File: src/rtl/atg_pkg.sv
package atg_pkg;
    // Test sequencing modes; the encoding is the value of cfg_mode.
    typedef enum logic [2:0] {
        M_WR  = 3'd0,
        M_RD  = 3'd1,
        M_PAR = 3'd2,
        M_WTR = 3'd3,
        M_ILV = 3'd4
    } tmode_e;

    typedef enum logic [1:0] {WS_IDLE, WS_ADDR, WS_DATA} wst_e;
    typedef enum logic [1:0] {RS_IDLE, RS_ADDR, RS_DATA} rst_e;

    localparam logic [1:0] RESP_OKAY = 2'b00;
endpackage

File: src/rtl/atg_pace.sv
// Address pacing counter: after each handshake (fire), ok stays low for
// gap cycles, so two handshakes are at least gap+1 cycles apart.
// Assumes gap is stable during a run.
module atg_pace #(
    parameter int GW = 8
) (
    input  logic          clk,
    input  logic          rst_n,
    input  logic          fire,
    input  logic [GW-1:0] gap,
    output logic          ok
);
    logic [GW-1:0] cnt;

    // Load the gap on a handshake and count down to zero otherwise.
    always_ff @(posedge clk) begin
        if (!rst_n)            cnt <= '0;
        else if (fire)         cnt <= gap;
        else if (cnt != '0)    cnt <= cnt - 1'b1;
    end

    assign ok = (cnt == '0);
endmodule

File: src/rtl/atg_astep.sv
// Next-burst address: advance by (len+1)<<size bytes. If the following
// burst would end above high, return to base. Assumes base+step-1 <= high.
module atg_astep #(
    parameter int AW = 32
) (
    input  logic [AW-1:0] addr,
    input  logic [AW-1:0] base,
    input  logic [AW-1:0] high,
    input  logic [7:0]    len,
    input  logic [2:0]    size,
    output logic [AW-1:0] nxt
);
    localparam int XW = AW + 2;
    logic [XW-1:0] step, cand, cend;

    // Compute the candidate address and its burst end with headroom bits.
    always_comb begin
        step = (XW'(len) + XW'(1)) << size;
        cand = XW'(addr) + step;
        cend = cand + step - XW'(1);
        nxt  = (cend > XW'(high)) ? base : cand[AW-1:0];
    end
endmodule

File: src/rtl/atg_traffic_seq.sv
// AXI4 test traffic sequencer. Issues cfg_count bursts per active channel
// under one of five modes and checks read-back data in modes 3 and 4.
// Assumes cfg_* are stable from start until done, cfg_count >= 1, and the
// slave returns one read burst at a time in order.
module atg_traffic_seq
    import atg_pkg::*;
#(
    parameter int AW  = 32,
    parameter int DW  = 64,
    parameter int IDW = 2,
    parameter int CW  = 20,
    parameter int GW  = 8
) (
    input  logic             clk,
    input  logic             rst_n,
    input  logic             start,
    input  logic [2:0]       cfg_mode,
    input  logic [CW-1:0]    cfg_count,
    input  logic [AW-1:0]    cfg_base,
    input  logic [AW-1:0]    cfg_high,
    input  logic [IDW-1:0]   cfg_id,
    input  logic [1:0]       cfg_burst,
    input  logic [2:0]       cfg_size,
    input  logic [7:0]       cfg_len,
    input  logic [GW-1:0]    cfg_wgap,
    input  logic [GW-1:0]    cfg_rgap,
    output logic             m_awvalid,
    input  logic             m_awready,
    output logic [AW-1:0]    m_awaddr,
    output logic [IDW-1:0]   m_awid,
    output logic [7:0]       m_awlen,
    output logic [2:0]       m_awsize,
    output logic [1:0]       m_awburst,
    output logic             m_wvalid,
    input  logic             m_wready,
    output logic [DW-1:0]    m_wdata,
    output logic [DW/8-1:0]  m_wstrb,
    output logic             m_wlast,
    input  logic             m_bvalid,
    output logic             m_bready,
    input  logic [IDW-1:0]   m_bid,
    input  logic [1:0]       m_bresp,
    output logic             m_arvalid,
    input  logic             m_arready,
    output logic [AW-1:0]    m_araddr,
    output logic [IDW-1:0]   m_arid,
    output logic [7:0]       m_arlen,
    output logic [2:0]       m_arsize,
    output logic [1:0]       m_arburst,
    input  logic             m_rvalid,
    output logic             m_rready,
    input  logic [DW-1:0]    m_rdata,
    input  logic [IDW-1:0]   m_rid,
    input  logic [1:0]       m_rresp,
    input  logic             m_rlast,
    output logic             busy,
    output logic             done,
    output logic             chk_pass,
    output logic             chk_fail,
    output logic [CW-1:0]    err_cnt
);
    localparam int IDN   = 1 << IDW;
    localparam int LANES = DW / 32;

    tmode_e          mode_q;
    logic            run;
    wst_e            w_st;
    rst_e            r_st;
    logic [CW-1:0]   w_issued, b_cnt, r_issued, r_done, skip_cnt;
    logic [7:0]      w_beat, r_beat;
    logic [AW-1:0]   w_addr, w_nxt, r_seq, r_nxt, r_acur;
    logic [IDW-1:0]  w_id, r_idc, psel;
    logic [IDN-1:0]  tvalid, pend;
    logic [AW-1:0]   taddr [IDN];
    logic            w_ok, r_ok, aw_hs, ar_hs, start_go;
    logic            wr_en, rd_en, chk_en, ilv, rd_go, r_take;
    logic            r_bad, b_err, done_now;

    // Data pattern: every 32-bit lane is the burst address plus beat index.
    function automatic logic [DW-1:0] pat(input logic [AW-1:0] a, input logic [7:0] b);
        for (int i = 0; i < LANES; i++) pat[i*32 +: 32] = 32'(a) + 32'(b);
    endfunction

    assign start_go = start && !run;
    assign ilv      = (mode_q == M_ILV);
    assign wr_en    = (mode_q != M_RD);
    assign rd_en    = (mode_q != M_WR);
    assign chk_en   = (mode_q == M_WTR) || ilv;
    assign w_id     = ilv ? w_issued[IDW-1:0] : cfg_id;
    assign aw_hs    = m_awvalid && m_awready;
    assign ar_hs    = m_arvalid && m_arready;

    assign m_awvalid = (w_st == WS_ADDR) && w_ok && !(ilv && tvalid[w_id]);
    assign m_awaddr  = w_addr;
    assign m_awid    = w_id;
    assign m_awlen   = cfg_len;
    assign m_awsize  = cfg_size;
    assign m_awburst = cfg_burst;
    assign m_wvalid  = (w_st == WS_DATA);
    assign m_wdata   = pat(w_addr, w_beat);
    assign m_wstrb   = '1;
    assign m_wlast   = (w_beat == cfg_len);
    assign m_bready  = 1'b1;
    assign m_arvalid = (r_st == RS_ADDR) && r_ok;
    assign m_araddr  = r_acur;
    assign m_arid    = r_idc;
    assign m_arlen   = cfg_len;
    assign m_arsize  = cfg_size;
    assign m_arburst = cfg_burst;
    assign m_rready  = 1'b1;
    assign busy      = run;

    atg_pace  #(.GW(GW)) u_wpace (.clk(clk), .rst_n(rst_n), .fire(aw_hs), .gap(cfg_wgap), .ok(w_ok));
    atg_pace  #(.GW(GW)) u_rpace (.clk(clk), .rst_n(rst_n), .fire(ar_hs), .gap(cfg_rgap), .ok(r_ok));
    atg_astep #(.AW(AW)) u_wstep (.addr(w_addr), .base(cfg_base), .high(cfg_high),
                                  .len(cfg_len), .size(cfg_size), .nxt(w_nxt));
    atg_astep #(.AW(AW)) u_rstep (.addr(r_seq), .base(cfg_base), .high(cfg_high),
                                  .len(cfg_len), .size(cfg_size), .nxt(r_nxt));

    // Lowest-numbered ID whose write was acknowledged and awaits its read.
    always_comb begin
        psel = '0;
        for (int i = IDN - 1; i >= 0; i--) if (pend[i]) psel = IDW'(i);
    end

    // Read launch condition per mode, read beat check and run completion.
    always_comb begin
        case (mode_q)
            M_RD, M_PAR: rd_go = (r_issued < cfg_count);
            M_WTR:       rd_go = (b_cnt == cfg_count) && (r_issued < cfg_count);
            M_ILV:       rd_go = |pend;
            default:     rd_go = 1'b0;
        endcase
        r_take   = run && (r_st == RS_IDLE) && rd_go;
        r_bad    = chk_en && m_rvalid && (r_st == RS_DATA) &&
                   ((m_rdata != pat(r_acur, r_beat)) || (m_rresp != RESP_OKAY) || (m_rid != r_idc));
        b_err    = chk_en && m_bvalid && (m_bresp != RESP_OKAY);
        done_now = run && (!wr_en || (w_st == WS_IDLE && b_cnt == cfg_count)) &&
                   (!rd_en || (r_st == RS_IDLE && (r_done + skip_cnt) == cfg_count));
    end

    // Run control: latch the mode at start, flag done when all channels finish.
    always_ff @(posedge clk) begin
        if (!rst_n) begin
            run <= 1'b0; done <= 1'b0; mode_q <= M_WR;
        end else if (start_go) begin
            run <= 1'b1; done <= 1'b0; mode_q <= tmode_e'(cfg_mode);
        end else if (done_now) begin
            run <= 1'b0; done <= 1'b1;
        end
    end

    // Write engine: address phase, then the data burst, then the next address.
    always_ff @(posedge clk) begin
        if (!rst_n) begin
            w_st <= WS_IDLE; w_issued <= '0; w_beat <= '0; w_addr <= '0;
        end else if (start_go) begin
            w_issued <= '0;
            w_addr   <= cfg_base;
            w_st     <= (tmode_e'(cfg_mode) != M_RD) ? WS_ADDR : WS_IDLE;
        end else begin
            case (w_st)
                WS_ADDR: if (aw_hs) begin
                    w_st <= WS_DATA; w_beat <= '0; w_issued <= w_issued + 1'b1;
                end
                WS_DATA: if (m_wready) begin
                    w_beat <= w_beat + 1'b1;
                    if (m_wlast) begin
                        w_addr <= w_nxt;
                        w_st   <= (w_issued == cfg_count) ? WS_IDLE : WS_ADDR;
                    end
                end
                default: ;
            endcase
        end
    end

    // Read engine: pick the next target, issue its address, collect its beats.
    always_ff @(posedge clk) begin
        if (!rst_n) begin
            r_st <= RS_IDLE; r_issued <= '0; r_done <= '0; r_beat <= '0;
            r_seq <= '0; r_acur <= '0; r_idc <= '0;
        end else if (start_go) begin
            r_st <= RS_IDLE; r_issued <= '0; r_done <= '0; r_seq <= cfg_base;
        end else begin
            case (r_st)
                RS_IDLE: if (r_take) begin
                    r_st   <= RS_ADDR;
                    r_acur <= ilv ? taddr[psel] : r_seq;
                    r_idc  <= ilv ? psel : cfg_id;
                end
                RS_ADDR: if (ar_hs) begin
                    r_st <= RS_DATA; r_beat <= '0;
                    r_issued <= r_issued + 1'b1; r_seq <= r_nxt;
                end
                RS_DATA: if (m_rvalid) begin
                    r_beat <= r_beat + 1'b1;
                    if (m_rlast) begin
                        r_st <= RS_IDLE; r_done <= r_done + 1'b1;
                    end
                end
                default: ;
            endcase
        end
    end

    // Response bookkeeping: ID table, pending reads, response and error counts.
    always_ff @(posedge clk) begin
        if (!rst_n) begin
            b_cnt <= '0; skip_cnt <= '0; err_cnt <= '0; tvalid <= '0; pend <= '0;
            for (int i = 0; i < IDN; i++) taddr[i] <= '0;
        end else if (start_go) begin
            b_cnt <= '0; skip_cnt <= '0; err_cnt <= '0; tvalid <= '0; pend <= '0;
        end else begin
            if (aw_hs && ilv) begin
                tvalid[w_id] <= 1'b1;
                taddr[w_id]  <= w_addr;
            end
            if (r_take && ilv) begin
                pend[psel]   <= 1'b0;
                tvalid[psel] <= 1'b0;
            end
            if (m_bvalid) begin
                b_cnt <= b_cnt + 1'b1;
                if (ilv) begin
                    if (m_bresp == RESP_OKAY) pend[m_bid] <= 1'b1;
                    else begin
                        tvalid[m_bid] <= 1'b0;
                        skip_cnt      <= skip_cnt + 1'b1;
                    end
                end
            end
            err_cnt <= err_cnt + CW'(b_err) + CW'(r_bad);
        end
    end

    assign chk_pass = done && chk_en && (err_cnt == '0);
    assign chk_fail = done && chk_en && (err_cnt != '0);
endmodule

File: config.mk
export PLATFORM = sky130hd
export DESIGN_NAME = atg_traffic_seq
export DESIGN_NICKNAME = d
export VERILOG_FILES = /design/src/rtl/atg_pkg.sv /design/src/rtl/atg_pace.sv /design/src/rtl/atg_astep.sv /design/src/rtl/atg_traffic_seq.sv
export SDC_FILE = /design/constraint.sdc
export NUM_CORES = 1
export LEC_CHECK = 0
export ABC_CLOCK_PERIOD_IN_PS = 11200
export BUFFER_PORTS_ARGS = -buffer_cell sky130_fd_sc_hd__buf_4
export CELL_PAD_IN_SITES_DETAIL_PLACEMENT = 1
export CELL_PAD_IN_SITES_GLOBAL_PLACEMENT = 1
export CORE_UTILIZATION = 30
export DETAILED_ROUTE_END_ITERATION = 12
export PLACE_DENSITY = 0.7
export SLEW_MARGIN = 0
export SYNTH_ARGS = -nofsm -noshare
export SYNTH_HDL_FRONTEND = slang
export SYNTH_HIERARCHICAL = 1
export SYNTH_SLANG_ARGS = --single-unit
File: constraint.sdc
create_clock -name clk -period 11.2 [get_ports clk]
set_input_delay 1.12 -clock clk [delete_from_list [all_inputs] [get_ports clk]]
set_output_delay 1.12 -clock clk [all_outputs]
set_load 0.01 [all_outputs]
-- After elaboration in Yosys (flattened, before gate mapping)
Memories as Yosys holds them, arrays and structs flattened.
Index checks and enable logic that the tools add are counted.
- memories kept: 1
- bits of input ports: 199
- register bits after elaboration: 267
- output and inout port bits: 196
- memory bits (writable): 128
- memories (memory ; depth ; bits a word ; rd ports ; clocked after Yosys merged registers in ; wr ports ; line ; text):
    taddr ; 4 ; 32 ; 1 ; 0 ; 4 ; atg_traffic_seq.sv:74 ; logic [AW-1:0] taddr [IDN];
- reduce and logical (&&, ||, !) cells: 75
- eq/ne operators: 25
- bitwise logic cells: 10
- muxes and demuxes: 72
- shifts and indexed selects: 1
- add/sub/neg operators: 21
- $lt $le $gt $ge: 9
- operators with widths (kind ; count):
    $mux W32 ; 11
    $add A20 B1 Y20 const B ; 5
    $add A32 B34 Y34 ; 2
    $add A34 B34 Y34 ; 2
    $gt A34 B32 Y1 ; 2
    $sub A34 B1 Y34 const B ; 2
    $add A32 B8 Y32 ; 2
    $mux W8 ; 8
    $ne A64 B64 Y1 ; 1
    $eq A20 B20 Y1 ; 3
    $mux W4 ; 15
    $add A20 B1 Y20 ; 2
    $shl A34 B3 Y34 ; 1
    $pmux W8 S2 ; 2
    $reduce_or A32 Y1 ; 1
    $mux W2 ; 15
    $logic_and A1 B1 Y1 ; 27
    $reduce_bool A2 Y1 ; 12
    $add A20 B20 Y20 ; 1
    $logic_not A20 Y1 ; 1
    $lt A20 B20 Y1 ; 1
    $reduce_bool A20 Y1 ; 1
    $add A8 B1 Y8 const B ; 2
    $logic_not A8 Y1 ; 2
    other kinds (36) ; 92

-- Depth between registers and ports, before layout
Gate-level depths: netlist (run 1).
- depth in word-level cells: 20
- depth in mapped cells: 45
- depth with buffers taken out: 43

-- Cells and area by module
Netlist (run 1), hierarchy kept.
- modules (own cells, without submodules) (module ; cells an instance ; sequential area each (um2) ; instances ; area an instance (um2)):
    atg_traffic_seq ; 2476 ; 8868.5 ; 1 ; 21533.2
    atg_astep (u_wstep) ; 736 ; 0.0 ; 1 ; 5117.4
    atg_astep (u_rstep) ; 723 ; 0.0 ; 1 ; 4987.3
    atg_pace ; 51 ; 160.2 ; 2 ; 457.9

-- Worst setup path after synthesis (run 1)
OpenSTA, ideal clock, no wires.
- path kind: input -> register
- start: input cfg_len[2]
- end: register r_seq[26]
- path buffers: 3
- slack: 2.359 ns
- stages: 41
- arrival time: 8.705 ns
- cells stage by stage: buf_2 > and4_1 > and3_1 > nand2_1 > a32oi_1 > mux2i_1 > mux2_2 > ha_1 > clkbuf_1 > a21oi_1 > a21oi_1 > nor2b_1 > nor2_1 > a21oi_1 > o21bai_1 > xnor2_1 > ha_1 > inv_1 > [5 not listed] > a211o_1 > a41o_1 > a311oi_2 > o31ai_2 > a221o_1 > a31o_2 > xor2_1 > ha_1 > nor2b_1 > o21ai_0 > nand2_1 > a2111oi_0 > nor3_1 > a211oi_4 > buf_6 > mux2_1 > nand2_1 > a31oi_1
- cells in the longest elaborated chain, start to end: 10
- RTL lines (what ; line ; text):
    start, declared ; atg_traffic_seq.sv:24 ; input logic [7:0] cfg_len,
    $add A8 B1 Y9 * ; atg_astep.sv:18 ; step = (XW'(len) + XW'(1)) << size;
    $shl A34 B3 Y34 * ; atg_astep.sv:18 ;
    $add A32 B34 Y34 ; atg_astep.sv:19 ; cand = XW'(addr) + step;
    $add A34 B34 Y34 ; atg_astep.sv:20 ; cend = cand + step - XW'(1);
    $sub A34 B1 Y34 ; atg_astep.sv:20 ;
    $gt A34 B32 Y1 ; atg_astep.sv:21 ; nxt = (cend > XW'(high)) ? base : cand[AW-1:0];
    $mux W32 * ; atg_astep.sv:21 ;
    via r_nxt[26] ; atg_traffic_seq.sv:71 ; logic [AW-1:0] w_addr, w_nxt, r_seq, r_nxt, r_acur;
    $mux W32 * ; atg_traffic_seq.sv:192 ; RS_ADDR: if (ar_hs) begin
    $mux W32 * ; atg_traffic_seq.sv:186 ; case (r_st)
    $mux W32 * ; atg_traffic_seq.sv:183 ; end else if (start_go) begin
    end signal, assigned ; atg_traffic_seq.sv:194 ; r_issued <= r_issued + 1'b1; r_seq <= r_nxt;
    end, declared ; atg_traffic_seq.sv:71 ;
The timed path passes the listed nets; every way through them passes the cells marked *. The select of a mux whose other input is x is not followed.
A chain may end at the register's enable or synchronous reset.

-- Worst setup path after layout (run 1)
- start: input cfg_len[2]
- end: register r_seq[18]
Same word-level chain as after synthesis.

==> run metrics, run 1 <==
Adder-Cell Fraction of Synth Area=10.4%; Post-DP HPWL=94000 µm; Final Cycle Share=89.7%; maxcap violations=0; unrepaired setup endpoints after global routing=false; Synth area leader=dfxtp_1; final setup vio count=0; Total Routing Usage GR=21.4%; slowest stage delay, CP=520 ps; slew at the pin closest to its max-slew limit=1410 ps; type of the worst min-delay path=flop to flop; CTS Hold Bufs=0; main combinational cell family by area after synthesis=simple AND/OR/NAND/NOR gates; Mapped Area=32600 µm²; Max Clk Rate=99.5 MHz; CP Buf/Inv Count=3; setup TNS=0 ps; Die Height=331 µm; remaining global-route overflow=0; Slew Viols, Final=0; TritonCTS clock tree=done; Area contributors post-synth=dfxtp_1, edfxtp_1, ha_1, xnor2_1, nand2_1; Antenna Nets Post-Route=0; Final Skew=74.0 ps; post-synthesis sequential area ratio=28.2%; GPL Wtd Cong=0.891; Synth async-reset ratio=0%; compound-gate portion of the synthesized area=17.6%; Pre-antenna DRT Iters=6; startpoint types=primary input; maximum VDD drop=100 µV; Clk Latency, worst-skew pair=650 ps; CP max FO=32; Root Buffer=clkbuf_16; count leader, synth=nand2_1; final net count=4747; Setup Fix Bufs, Post-CTS=0; area share of the largest cell type after synthesis=16.4%; clk sinks=395; Layout Utilization=35.5%; Worst path slowest cell=buf_4; antenna violations before repair=4; Leak=16.5 nW; via count=30926; Gate Count Post-Synth=4037; Vias per Instance=5.40; XOR/XNOR share of the synthesized area=9.87%; Mean Syn Cell Area=8.06 µm²; status=completed; first-pass GRT wire length=186000 µm; Residual DRC=0; Starting Density=30.3%; row cnt=120; power density cells=141 nW/µm²; CP top delay family=compound AO/OA/AOI/OAI gates; Power Total=5.37 mW; routed wire length=122000 µm; Setup crit end kind=flop; Post-synth EDFFs=128; vias in the first global route=31420; mux share of post-synthesis cell area=3.58%; Hold Fails Final Rpt=0; CTS H-tree lvls=2; critical path class=primary input to flop; Avg WL per Cell=21.2 µm; core area=107000 µm²; Synth Flop Type=dfxtp_1; Tmin final=10050 ps; I/O Buffers=378; die width=331 µm; Unique masters post-synth=102; I/O pins=395; area grow syn2layout=17.1%; cts repair resizes=0; TritonCTS Buffers=49; Worst EP required=11620 ps; most used cell, CP=ha_1; layout cells sized above 1=13.6%; Slew headroom=3.36%; Synth Area in Simple Gates=23.1%; DR iter-0 viols=1771; critical path arrival=10470 ps; Filler Cells Inserted=12873; CTS max path bufs=3; Synth warnings=6; register bit total from synthesis=395; die area=110000 µm²; Reg clk slew, reported paths=60 ps; top post-synthesis cells by count=nand2_1, inv_1, nor2_1; largest net degree at the start of global routing=130
-- stage by stage --
stage	cells	hold WS [ps]	instance area, µm²	setup slack (ps)
final	5729	468	38100	1150
after global routing	5728	511	38100	517
after CTS	5726	464	38100	1260
after detailed placement	5636	453	36400	649
after global placement	5636	441	36400	732
after floorplan	4046	420	32600	2360
-- routing by layer --
| metal | global-route usage, % | share of wire [%] | vias to the layer above |
|---|---|---|---|
| met2 | 35.2 | 46 | 762 |
| met5 | 0 | 0 | - |
| li1 | - | - | 14850 |
| met3 | 2.55 | 4.6 | 170 |
| met1 | 28.6 | 46 | 15144 |
| met4 | 8.12 | 3.7 | 0 |
-- where the power goes --
| part | internal (mW) | leakage, nW | switching (mW) | total (mW) |
|---|---|---|---|---|
| logic | 0.859 | 12.2 | 1.17 | 2.03 |
| clock network | 1.02 | 0.843 | 0.687 | 1.71 |
| registers | 1.54 | 3.49 | 0.0953 | 1.63 |
-- worst register-to-register path: cells and delay by family, from the launching register on --
family                     cells  cell delay, ps
AOI/OAI and AO/OA             17            3700
adders and majority gates      5            1750
and+or+nand+nor                7            1000
buffers and inverters          3             740
xor gates and xnor gates       2             660
DFF                            1             540
muxes                          1             410
-- layout by cell type (no fill, tap or decap), drive strengths merged, types with 61 or more instances in the layout --
cell    count
a21o       84
a21oi     161
a31oi      96
and3      172
buf       415
clkbuf     66
dfxtp     267
edfxtp    128
ha        256
inv       315
mux2i      61
nand2     430
nand3     201
nand4      76
nor2      298
o211ai     62
o21ai     192
xnor2     201
xor2      165
-- cells by family after synthesis --
family	count (synthesis)
AOI/OAI and AO/OA	850
xor gates and xnor gates	366
adders and majority gates	265
buffers and inverters	543
DFF	395
muxes	109
other	1
and+or+nand+nor	1508
-- worst paths after layout --
path	start	endpoint	slack, ps	cells past startpoint
max	cfg_len[2]	r_seq[18]	1150	40
max reg2reg	m_awaddr[0]	m_awaddr[23]	2200	35
min	tvalid[3]	tvalid[3]	470	2
min reg2reg	tvalid[3]	tvalid[3]	470	2
-- sequential cells by signal, indices dropped and copies added (netlist names), 20 cells and up --
name	count
taddr	128
m_araddr	32
m_awaddr	32
r_seq	32
b_cnt	20
err_cnt	20
r_done	20
r_issued	20
skip_cnt	20
w_issued	20
-- layout make-up --
type	count	area, µm²	area share [%]
inverter	315	1180	3.10
sequential	395	9190	24.1
timing repair buffer	415	3120	8.17
clock inverter	24	352	0.922
clock buffer	66	1390	3.65
tap	1403	1760	4.60
multi-input combinational	3108	21100	55.4
antenna	3	7.51	0.0197
No activity file was read; power rests on OpenSTA's default activity.
==> inputs of run 2 (changes only) <==
--- a/config.mk
+++ b/config.mk
@@ -5,13 +5,14 @@
 export SDC_FILE = /design/constraint.sdc
 export NUM_CORES = 1
 export LEC_CHECK = 0
+export ABC_AREA = 1
 export ABC_CLOCK_PERIOD_IN_PS = 11200
 export BUFFER_PORTS_ARGS = -buffer_cell sky130_fd_sc_hd__buf_4
 export CELL_PAD_IN_SITES_DETAIL_PLACEMENT = 1
 export CELL_PAD_IN_SITES_GLOBAL_PLACEMENT = 1
 export CORE_UTILIZATION = 30
 export DETAILED_ROUTE_END_ITERATION = 12
-export PLACE_DENSITY = 0.7
+export PLACE_DENSITY = 0.72
 export SLEW_MARGIN = 0
 export SYNTH_ARGS = -nofsm -noshare
 export SYNTH_HDL_FRONTEND = slang
==> run 2 against run 1 <==
Against the previous run:
- clock skew decreased by 32 ps
- largest power group unchanged
- fmax increased by 10%
- die area increased by 5.0%
- worst hold slack improved by 18 ps
- highest routed layer is now met5
- cell count increased by 21%
- critical path depth increased by 4
- sequential power about the same
- global-route usage increased by 1.2 points
- setup slack improved by 950 ps
==> run metrics, run 2 <==
status=completed; Tmin final=9100 ps; Avg WL per Cell=19.3 µm; maxcap violations=0; area grow syn2layout=16.1%; count leader, synth=nand2_1; Max Clk Rate=110 MHz; row cnt=123; power density cells=143 nW/µm²; core area=113000 µm²; Biggest register=taddr; Slew headroom=24.8%; Filler Cells Inserted=14471; critical path arrival=9540 ps; area share of the largest cell type after synthesis=15.6%; Leak=18.3 nW; commonest non-fill, non-tap cell in the layout=nand2_1; DR iter-0 viols=2210; Final Cycle Share=81.2%; CP max FO=33; CTS Hold Bufs=0; most used cell, CP=nand2_1; Antenna Nets Post-Route=0; routed wire length=134000 µm; Clk Latency, worst-skew pair=620 ps; slew at the pin closest to its max-slew limit=1120 ps; final net count=5863; startpoint types=primary input; GPL Wtd Cong=0.897; post-synthesis sequential area ratio=26.9%; Reg clk slew, reported paths=60 ps; WL met3=4770 µm; Setup crit end kind=flop; DP Cell Count=6850; Synth area leader=dfxtp_1; Worst EP required=11650 ps; Worst path slowest cell=nor2_4; Post-Route M1 WL=62900 µm; Synth warnings=6; Post-DP HPWL=107000 µm; Root Buffer=clkbuf_16; Mapped Area=34200 µm²; Mean Syn Cell Area=6.67 µm²; WP depth=44; final setup vio count=0; register bit total from synthesis=395; remaining global-route overflow=0; Hold Path Depth=2; Finished Cell Area=39700 µm²; non-filler instance count after layout=6940; Gate Count Post-Synth=5131; Synth async-reset ratio=0%; cts repair resizes=0; top post-synthesis cells by count=nand2_1, inv_1, nor2_1; Area contributors post-synth=dfxtp_1, nand2_1, edfxtp_1, ha_1, inv_1; max FFs per register=128; via count=35209; ANT cells=0; maximum VDD drop=100 µV; antenna violations before repair=1; die area=115000 µm²; Total Routing Usage GR=22.6%; unrepaired setup endpoints after global routing=false; Unique masters post-synth=68; CTS H-tree lvls=2; R2R Setup Slk=3270 ps; CP top delay family=compound AO/OA/AOI/OAI gates; Pre-antenna DRT Iters=5; largest net degree at the start of global routing=71; die width=340 µm; Residual DRC=0; layout cells sized above 1=11.8%; Final Skew=42.0 ps; clk sinks=395; critical path class=primary input to flop; Die Height=340 µm; CP Buf/Inv Count=4; Slew Viols, Final=0; type of the worst min-delay path=flop to flop; reg2reg path depth=38; first-pass GRT wire length=206000 µm; slowest stage delay, CP=760 ps; Setup Fix Bufs, Post-CTS=0; TritonCTS clock tree=done; setup TNS=0 ps; length of routed met2 wiring=63500 µm; Power Total=5.67 mW; Max Used Layer=met5; Vias per Instance=5.07; Cell Area, Placed=38100 µm²; Starting Density=30.3%; I/O Buffers=378; Post-synth EDFFs=128; I/O pins=395; CTS max path bufs=3; TritonCTS Buffers=48; vias in the first global route=35536; most frequent cells in the layout=nand2_1, inv_1, nor2_1; Synth Flop Type=dfxtp_1; Hold Fails Final Rpt=0
## run 2: changes by cell type after synthesis, sizes merged, moves of 82 or more
cell,before,now
inv,314,729
nand2,430,1334
and3,172,3
nand4,76,158
nand3,201,308
a21oi,161,339
nor2,298,492
xnor2,201,80
## run 2: area by class of cell
cell class | count | area (µm²) | share of cell area [%]
clock buffers | 62 | 1300 | 3.28
multi-input cells | 3816 | 21200 | 53.4
inverters | 732 | 2750 | 6.93
clock inverters | 28 | 317 | 0.797
flip-flops and latches | 395 | 9190 | 23.1
repair buffers | 407 | 3060 | 7.70
well taps | 1500 | 1880 | 4.73
## run 2: worst paths after layout
kind / from / to
worst max-delay path: cfg_len[0] / m_awaddr[4]
worst min register to register: b_cnt[19] / b_cnt[19]
worst max register to register: m_awaddr[5] / m_awaddr[4]
worst min-delay path: b_cnt[19] / b_cnt[19]
## run 2: power by group
part	internal, mW	total, mW	leakage, nW	switching [mW]
logic	0.834	2.37	14.0	1.54
registers	1.55	1.66	3.49	0.107
clock network	0.944	1.63	0.783	0.690
## run 2: per-layer routing
layer  global-route usage (%)  vias to the layer above
met4                     5.14                        2
li1                         -                    17289
met2                     39.0                      654
met1                     30.5                    17125
met3                     1.83                      139
met5                        0                        -
## run 2: cells by family after synthesis
family / after synthesis / synth area share [%]
other: 1 / 0.0110
buffers and inverters: 929 / 11.3
AND/OR/NAND/NOR: 2524 / 32.7
AO/OA/AOI/OAI: 748 / 12.0
multiplexers: 2 / 0.0585
XOR/XNOR: 268 / 7.26
flip-flops: 395 / 26.9
adder cells (fa/ha/maj): 264 / 9.83
## run 2: worst reg2reg max path: cells and delay by family, from the launching register on
kind / cells / cell delay (ps)
adders and majority gates: 4 / 1250
and+or+nand+nor: 16 / 2760
DFF: 1 / 780
xor gates and xnor gates: 2 / 400
buffers and inverters: 3 / 240
AOI/OAI and AO/OA: 13 / 2320
## run 2: through the flow
stage	setup slack, ps	util [%]	hold WS, ps
3_5_place_dp	1660	33.8	482
5_1_grt	1370	35.2	500
4_1_cts	2280	35.2	489
3_3_place_gp	1910	33.8	464
6_report	2100	35.2	485
2_1_floorplan	3890	-	451
